$ cat src/rtl/tapmod_pkg.sv
// Package tapmod_pkg
// Holds the default widths and the shared tap-choice type for the
// two-tap cycle modulator. It assumes that the frame length is a power of
// two equal to 2**MOD_W.
package tapmod_pkg;

    localparam int TAPMOD_TAP_W = 5;
    localparam int TAPMOD_MOD_W = 5;

    // Which of the two adjacent taps a cycle uses
    typedef enum logic {
        PICK_BASE  = 1'b0,
        PICK_UPPER = 1'b1
    } pick_e;

endpackage

$ cat src/rtl/tapmod_frame_ctr.sv
// Module tapmod_frame_ctr
// Counts the cycles of the modulation frame, which is 2**MOD_W cycles long.
// It flags the first cycle (frame_first) and the last cycle (frame_last).
// Reset parks the count on the last cycle, so the first edge after reset
// is a frame boundary. It assumes a synchronous active-low reset.
module tapmod_frame_ctr #(
    parameter int MOD_W = 5
) (
    input  logic             clk,
    input  logic             rst_n,
    output logic             frame_first,
    output logic             frame_last,
    output logic [MOD_W-1:0] cyc_idx
);

    localparam logic [MOD_W-1:0] LAST_IDX  = '1;
    localparam logic [MOD_W-1:0] FIRST_IDX = '0;

    logic [MOD_W-1:0] cnt_q;

    // Purpose: advance the cycle index and wrap at the frame end
    always_ff @(posedge clk) begin
        if (!rst_n) begin
            cnt_q <= LAST_IDX;
        end else if (cnt_q == LAST_IDX) begin
            cnt_q <= FIRST_IDX;
        end else begin
            cnt_q <= cnt_q + 1'b1;
        end
    end

    // Purpose: decode the frame boundary flags (no flag while in reset)
    always_comb begin
        frame_first = rst_n && (cnt_q == FIRST_IDX);
        frame_last  = (cnt_q == LAST_IDX);
        cyc_idx     = cnt_q;
    end

    // the last frame cycle is always followed by a frame start
    p_frame_wrap_r1: assert property (@(posedge clk) disable iff (!rst_n)
        frame_last |=> frame_first);

    // a frame start is never two cycles in a row
    p_single_start_r1: assert property (@(posedge clk) disable iff (!rst_n)
        frame_first |=> !frame_first);

endmodule

$ cat src/rtl/tapmod_code_hold.sv
// Module tapmod_code_hold
// Samples the base tap code and the modulation code on the load strobe and
// holds them for the whole next frame. This keeps a frame from mixing two
// settings. It assumes that load is the frame's last-cycle flag from the
// frame counter, and it clears both codes in reset.
module tapmod_code_hold #(
    parameter int TAP_W = 5,
    parameter int MOD_W = 5
) (
    input  logic             clk,
    input  logic             rst_n,
    input  logic             load,
    input  logic [TAP_W-1:0] tap_in,
    input  logic [MOD_W-1:0] mod_in,
    output logic [TAP_W-1:0] tap_q,
    output logic [MOD_W-1:0] mod_q
);

    // Purpose: capture both codes only at a frame boundary
    always_ff @(posedge clk) begin
        if (!rst_n) begin
            tap_q <= '0;
            mod_q <= '0;
        end else if (load) begin
            tap_q <= tap_in;
            mod_q <= mod_in;
        end
    end

    // the held codes never change away from a frame boundary
    p_codes_hold_r5: assert property (@(posedge clk) disable iff (!rst_n)
        !load |=> ($stable(tap_q) && $stable(mod_q)));

endmodule

$ cat src/rtl/tapmod_accum.sv
// Module tapmod_accum
// A phase accumulator that adds the modulation code once per cycle. A carry
// out of the 2**MOD_W range marks an upper-tap cycle. The phase is cleared at
// each frame boundary, so every frame carries exactly mod_q times, evenly
// spaced. It assumes that restart coincides with the code-hold load strobe.
module tapmod_accum #(
    parameter int MOD_W = 5
) (
    input  logic             clk,
    input  logic             rst_n,
    input  logic             restart,
    input  logic [MOD_W-1:0] mod_q,
    output logic             carry
);

    localparam int SUM_W = MOD_W + 1;

    logic [MOD_W-1:0] phase_q;
    logic [SUM_W-1:0] sum;

    // Purpose: form this cycle's phase sum and its carry out
    always_comb begin
        sum   = {1'b0, phase_q} + {1'b0, mod_q};
        carry = sum[MOD_W];
    end

    // Purpose: update the phase, clearing it at the frame boundary
    always_ff @(posedge clk) begin
        if (!rst_n) begin
            phase_q <= '0;
        end else if (restart) begin
            phase_q <= '0;
        end else begin
            phase_q <= sum[MOD_W-1:0];
        end
    end

    // Checker state: carries seen so far in the current frame
    logic [SUM_W-1:0] tally_q;

    // Purpose: count carries per frame for the frame-total assertion
    always_ff @(posedge clk) begin
        if (!rst_n || restart) begin
            tally_q <= '0;
        end else begin
            tally_q <= tally_q + {{MOD_W{1'b0}}, carry};
        end
    end

    // each frame's carry total equals the modulation code
    p_frame_count_r2: assert property (@(posedge clk) disable iff (!rst_n)
        restart |-> ((tally_q + {{MOD_W{1'b0}}, carry}) == {1'b0, mod_q}));

    // a zero code never carries
    p_zero_code_r4: assert property (@(posedge clk) disable iff (!rst_n)
        (mod_q == '0) |-> !carry);

endmodule

$ cat src/rtl/tapmod_select.sv
// Module tapmod_select
// Turns the carry into the tap applied this cycle: either the held base tap
// or the next one up. At the top tap code the upper choice is clamped to the
// base, so the upper flag stays low. Purely combinational; it assumes that
// the base tap is the held frame value.
module tapmod_select
    import tapmod_pkg::*;
#(
    parameter int TAP_W = 5
) (
    input  logic [TAP_W-1:0] base_tap,
    input  logic             want_upper,
    output logic [TAP_W-1:0] tap_out,
    output logic             upper_used
);

    localparam logic [TAP_W-1:0] TOP_TAP = '1;

    pick_e pick;

    // Purpose: pick base or upper tap, clamping at the top code
    always_comb begin
        if (want_upper && (base_tap != TOP_TAP)) begin
            pick = PICK_UPPER;
        end else begin
            pick = PICK_BASE;
        end
        tap_out    = (pick == PICK_UPPER) ? base_tap + 1'b1 : base_tap;
        upper_used = (pick == PICK_UPPER);
    end

endmodule

$ cat src/rtl/tapmod_core.sv
// Module tapmod_core
// Top of the two-tap cycle modulator. It chooses the base tap n or the upper
// tap n+1 for every oscillator cycle. Over each repeating frame of 2**MOD_W
// cycles, the upper tap is used mod_q times, spread evenly. The codes are
// taken only at frame boundaries. It assumes that clk is the oscillator
// clock itself and that the reset is synchronous and active low.
module tapmod_core
    import tapmod_pkg::*;
#(
    parameter int TAP_W = TAPMOD_TAP_W,
    parameter int MOD_W = TAPMOD_MOD_W
) (
    input  logic             clk,
    input  logic             rst_n,
    input  logic [TAP_W-1:0] tap_code,
    input  logic [MOD_W-1:0] mod_code,
    output logic [TAP_W-1:0] sel_tap,
    output logic             upper_active,
    output logic             frame_start
);

    localparam logic [TAP_W-1:0] TOP_TAP = '1;

    logic             f_first;
    logic             f_last;
    logic [MOD_W-1:0] f_idx;
    logic [TAP_W-1:0] tap_q;
    logic [MOD_W-1:0] mod_q;
    logic             acc_carry;
    logic [TAP_W-1:0] tap_pick;
    logic             upper_pick;

    tapmod_frame_ctr #(.MOD_W(MOD_W)) u_frame (
        .clk         (clk),
        .rst_n       (rst_n),
        .frame_first (f_first),
        .frame_last  (f_last),
        .cyc_idx     (f_idx)
    );

    tapmod_code_hold #(.TAP_W(TAP_W), .MOD_W(MOD_W)) u_hold (
        .clk    (clk),
        .rst_n  (rst_n),
        .load   (f_last),
        .tap_in (tap_code),
        .mod_in (mod_code),
        .tap_q  (tap_q),
        .mod_q  (mod_q)
    );

    tapmod_accum #(.MOD_W(MOD_W)) u_accum (
        .clk     (clk),
        .rst_n   (rst_n),
        .restart (f_last),
        .mod_q   (mod_q),
        .carry   (acc_carry)
    );

    tapmod_select #(.TAP_W(TAP_W)) u_sel (
        .base_tap   (tap_q),
        .want_upper (acc_carry),
        .tap_out    (tap_pick),
        .upper_used (upper_pick)
    );

    // Purpose: drive the output ports from the selection stage
    always_comb begin
        sel_tap      = tap_pick;
        upper_active = upper_pick;
        frame_start  = f_first;
    end

    // an upper cycle always applies the tap one above the held base
    p_adjacent_r3: assert property (@(posedge clk) disable iff (!rst_n)
        upper_active |-> (sel_tap == tap_q + 1'b1));

    // a base cycle applies the held base tap itself
    p_base_r3: assert property (@(posedge clk) disable iff (!rst_n)
        !upper_active |-> (sel_tap == tap_q));

    // a saturated base tap pins the output at the top tap
    p_clamp_r6: assert property (@(posedge clk) disable iff (!rst_n)
        (tap_q == TOP_TAP) |-> (sel_tap == TOP_TAP && !upper_active));

    // frame cycle 0 is the only cycle that flags a frame start
    p_start_idx_r1: assert property (@(posedge clk) disable iff (!rst_n)
        frame_start |-> (f_idx == '0));

endmodule

$ cat config.mk
export PLATFORM = sky130hd
export DESIGN_NAME = tapmod_core
export DESIGN_NICKNAME = d
export VERILOG_FILES = /design/src/rtl/tapmod_pkg.sv /design/src/rtl/tapmod_frame_ctr.sv /design/src/rtl/tapmod_code_hold.sv /design/src/rtl/tapmod_accum.sv /design/src/rtl/tapmod_select.sv /design/src/rtl/tapmod_core.sv
export SDC_FILE = /design/constraint.sdc
export NUM_CORES = 1
export LEC_CHECK = 0
export BUFFER_PORTS_ARGS = -buffer_cell sky130_fd_sc_hd__buf_2
export CORE_UTILIZATION = 48
export DETAILED_ROUTE_END_ITERATION = 10
export PLACE_DENSITY_LB_ADDON = 0.15
export SLEW_MARGIN = 5
export SYNTH_ARGS = -nofsm -noshare
export SYNTH_HDL_FRONTEND = slang
export SYNTH_SLANG_ARGS = --single-unit
$ cat constraint.sdc
create_clock -name clk -period 1.55 [get_ports clk]
set_input_delay 0.0775 -clock clk [delete_from_list [all_inputs] [get_ports clk]]
set_output_delay 0.0775 -clock clk [all_outputs]
set_load 0.02 [all_outputs]
After elaboration in Yosys (flattened, before gate mapping)
Cells that the tools add are included.
- bitwise operators: 1
- equal/unequal tests: 2
- $add $sub $neg: 3
- mux-type cells: 3
- reduce and logical (&&, ||, !) cells: 4
- operators by type and width (cell ; count):
    adder 5 x 1 -> 5 bit (second input constant) ; 2
    2-to-1 mux 5 bit ; 2
    adder 5 x 5 -> 6 bit ; 1
    == test 5 bit (second input constant) ; 1
    zero test 5 bit ; 1
    != test 5 bit (second input constant) ; 1
    logical AND 1 bit ; 2
    OR reduction 2 bit ; 1
    2-to-1 mux 1 bit ; 1
    NOT 1 bit ; 1
- output and inout bits: 7
- input bits: 12
- word-level logic and storage cells: 17
- register bits after elaboration: 20

Depth between registers and ports, before layout
- depth after elaboration: 4
- mapped depth: 7
- mapped depth without buffers: 7

Modules after synthesis
From an unflattened synthesis, not the netlist that was laid out.
- cell total of the unflattened synthesis: 94
- area, all modules: 1046.0 sq um
- by module, submodules not included (module ; sequential area each (sq um) ; cells an instance ; area each (sq um) ; times used):
    tapmod_code_hold ; 200.2 ; 31 ; 374.1 ; 1
    tapmod_accum ; 100.1 ; 30 ; 305.3 ; 1
    tapmod_frame_ctr ; 100.1 ; 21 ; 221.5 ; 1
    tapmod_select ; 0.0 ; 12 ; 145.1 ; 1

Worst setup path before layout
OpenSTA, ideal clock, no wires.
- path kind: register to output
- from: register u_hold.tap_q[0]
- to: output port sel_tap[0]
- path buffers: 0
- data required time: 1.472 ns
- arrival: 1.499 ns
- path slack: -0.026 ns
- stages on the path, launching flop included: 6
- cell sequence: dfxtp_1 > ha_1 > and3_1 > ha_1 > a21o_2 > xnor2_1
- cells in the longest elaborated chain, start to end: 4
- elaborated cells between the ends (all ways): 5
- those cells by class: add/sub (1); eq/ne (1); mux (2); reduce/logical (1)
- RTL lines (what ; line ; RTL):
    start: declaration ; tapmod_code_hold.sv:15 ; output logic [TAP_W-1:0] tap_q,
    start signal: assignment ; tapmod_code_hold.sv:25 ; tap_q <= tap_in;
    parallel branches: the longest is 3 deep, another holds adder 5 x 1 -> 5 bit ; -- ;
    2-to-1 mux 5 bit (*) ; tapmod_select.sv:28 ; tap_out = (pick == PICK_UPPER) ? base_tap + 1'b1 : base_tap;
    end: declaration ; tapmod_core.sv:17 ; output logic [TAP_W-1:0] sel_tap,
Every way passes the cells marked *.

Worst setup path in the final report
- from: register u_hold.mod_q[2]
- to: output port sel_tap[4]
- cells in the longest elaborated chain, start to end: 4
- RTL lines (what ; line ; RTL):
    start: declaration ; tapmod_code_hold.sv:16 ; output logic [MOD_W-1:0] mod_q
    start signal: assignment ; tapmod_code_hold.sv:26 ; mod_q <= mod_in;
    adder 5 x 5 -> 6 bit ; tapmod_accum.sv:23 ; sum = {1'b0, phase_q} + {1'b0, mod_q};
    logical AND 1 bit ; tapmod_select.sv:23 ; if (want_upper && (base_tap != TOP_TAP)) begin
    2-to-1 mux 1 bit ; tapmod_select.sv:23 ;
    2-to-1 mux 5 bit ; tapmod_select.sv:28 ;
No other way between the ends.

==> flow_summary.yaml <==
critical_path:
  path_buf_inv: 1
  critPathSlowestCell: "dfxtp_2"
  critPathCaptureType: "primary output"
  crit_chain: "ha_4 > o211a_1 > o21ai_2 > a21o_4 > mux2_4 > buf_6"
  cpLargestDelayFamily: "compound AO/OA/AOI/OAI gates"
  crit_path_max_fanout: 3
  critPathMaxStageDelay_ps: 350
  cp.arrival_ps: 1850
  cp.required_ps: 1470
  crit_type: "flip-flop to primary output"
  start_kind: "flip-flop"
pwr:
  power_frac_seq_pct: 40.3
  p_clk_share_pct: 12.4
  ir_drop_uv: 1067
  p_leak_nw: 0.6348
  sw_frac_of_total_pct: 34.93
  finalPower_w: 0.001978
  combPwrFrac_pct: 47.4
  pwr_density_cell_nw_per_um2: 1437
  intPower_w: 0.001287
  p_switching_w: 0.0006908
floorplanning:
  die-area_um2: 2307
  core_um2: 1982
  row_count: 16
  start_util_pct: 51.33
  die_w_um: 48.04
  io_pins: 19
  die_height_um: 48.04
grt:
  grt_max_degree: 18
  met2_usage_pct: 34.59
  grt_pass1_vias: 748
  grt_overflow: 0
  met3_usage_pct: 5.283
  antenna_found_initial: 0
  grt.met1_usage_pct: 22.35
  grt_pass1_wl_um: 3091
  grt.busiest_layer: "met2"
  grt_usage_pct: 19.80
detailed_routing:
  drt.antenna.violating_nets: 0
  via_per_inst: 4.881
  drt_iter0_drc: 3
  drcViolationCount: 0
  first_pass_iters: 4
  dr_total_vias: 781
  postRouteWirelength_um: 2061
  wl_per_cell_um: 12.88
synth:
  syn_nets: 124
  yosys_warnings: 0
  synth_area_per_cell_um2: 10.07
  yosysSeqAreaShare_pct: 39.36
  synth-seq-cells: 20
  synth_area_um2: 1017
  synth_cell_types: 25
  netlist_instances: 101
clock_network:
  clk_pin_slew_ps: 110
  cts_hold_buf: 0
  worstSkewPairLatency_ps: 300
  cts_inserted_buffers: 3
  cts_buffer_depth: 2
  cts_tree: "done"
  cts_root_buffer: "clkbuf_4"
  htree_levels: 1
  clock_sinks: 20
sta:
  fmax_ghz: 0.5182
  hold_viol: 0
  rsz0062_at_grt: "yes"
  setup-violations-final: 6
  fin_crit_ps: 1930
  fin_ws_ps: -379.7
  drv_slew: 0
  worstMarginPinSlew_ps: 295.1
  finalClockSkew_ps: 10.36
  relSlewSlack_pct: 80.32
  finalCritPeriodShare_pct: 124.5
place:
  hpwl_um: 1412
  gp_congestion: 0.7717
  io_buffers: 18
  post-place-ws_ps: -174.8
cells_and_area:
  final_common_cell: "buf_2"
  nNetsFinal: 158
  fill_cells: 163
  layout_common_cells: "14 x buf_2, 13 x buf_4, 12 x dfxtp_1, 11 x nor2b_1, 10 x mux2i_1"
  area_delta_synth_final_pct: 35.30
  antenna-diode-count: 0
  drive_gt1_share_pct: 44.36
run_status:
  violations: "setup timing"
  status: "complete, but fails checks"
worst_hold_path:
  min_path_type: "input port to flip-flop"
flow_run:
  maxCapViolCount: 0
## cell type report
| type | instances | area [µm²] | share of cell area, % |
|---|---|---|---|
| multi-input combinational | 69 | 651.9 | 47.36 |
| sequential | 20 | 410.4 | 29.82 |
| timing repair buffer | 32 | 224.0 | 16.27 |
| inverter | 9 | 33.78 | 2.455 |
| tap | 27 | 33.78 | 2.455 |
| clock buffer | 3 | 22.52 | 1.636 |
## worst min-delay path: cells and delay by family
family                 cells  cell delay, ps
muxes                      1              60
buffers and inverters      1              70
and+or+nand+nor            1             100
## cells by family (layout without fill, tap and decap cells)
group                      after synthesis  after routing  share of synthesized area, %
AOI/OAI and AO/OA                       14             14                         8.978
DFF                                     20             20                         39.36
xor gates and xnor gates                 6              6                         5.166
and+or+nand+nor                         26             26                         14.76
buffers and inverters                   12             44                         4.673
muxes                                   12             12                         12.79
adders and majority gates               11             11                         14.27
## path summary, 6_finish.rpt
kind	from	endpoint	slack [ps]	cells past startpoint
setup / recovery	u_hold.mod_q[2]	sel_tap[4]	-380	6
hold reg to reg	u_hold.mod_q[4]	u_hold.mod_q[4]	560	2
setup reg to reg	u_hold.mod_q[1]	u_accum.phase_q[4]	60	7
hold / removal	tap_code[4]	u_hold.tap_q[4]	30	3
## routing by layer
| metal | wire length (µm) | up-vias |
|---|---|---|
| met4 | 10 | 0 |
| met1 | 940 | 358 |
| met3 | 54 | 2 |
| li1 | - | 406 |
| met2 | 1055 | 15 |
| met5 | 0 | - |
## Yosys cell counts, drive strengths merged
library cell  count  area, µm²
xnor2             2      17.52
fa                1      20.02
clkbuf            1      3.750
nor3              3      15.01
nand3             2      10.01
o211a             1      10.01
inv               9      33.78
a211oi            2      15.01
xor2              4      35.03
nor2              4      15.01
nor2b            12      75.07
and3              2      12.51
buf               2      10.01
o21a              2      15.01
mux2i            10      100.1
a21o              2      16.27
nand2b            2      12.51
a21oi             2      10.01
dfxtp            20      400.4
and4b             1      10.01
mux2              2      30.03
o21ai             5      25.02
ha               10      125.1
## timing repair
item,in CTS,in global routing
pin swaps,7,2
endpoints found under the setup margin,7,15
buffers inserted,1,1
resized for setup,24,7
## power groups by stage
| stage | registers [W] | clock network, W | logic, W |
|---|---|---|---|
| CTS | 0.000795 | 0.000253 | 0.000897 |
| detailed placement | 0.000769 | 0 | 0.000824 |
| global placement | 0.000763 | 0 | 0.000803 |
| finish | 0.000797 | 0.000244 | 0.000936 |
| global route | 0.000814 | 0.000278 | 0.00105 |
| floorplan | 0.000757 | 0 | 0.000560 |
## stage by stage
stage                     instance area, µm²  setup TNS [ps]  util (%)  hold WS, ps  std cells
after floorplan                         1017          -45.36         -        150.5        101
after global placement                  1217          -390.5     61.43        334.9        155
after detailed placement                1217          -515.1     61.43        347.2        155
after CTS                               1344           -1948     67.80        31.81        159
after global routing                    1376           -2488     69.44        38.87        160
final                                   1376           -1949     69.44        34.92        160
## registers in the layout (all words and copies together), names as in the netlist
register	cells
u_hold.tap_q	5
u_accum.phase_q	5
u_hold.mod_q	5
u_frame.cyc_idx	5
Power figures use the tool's default switching activity.
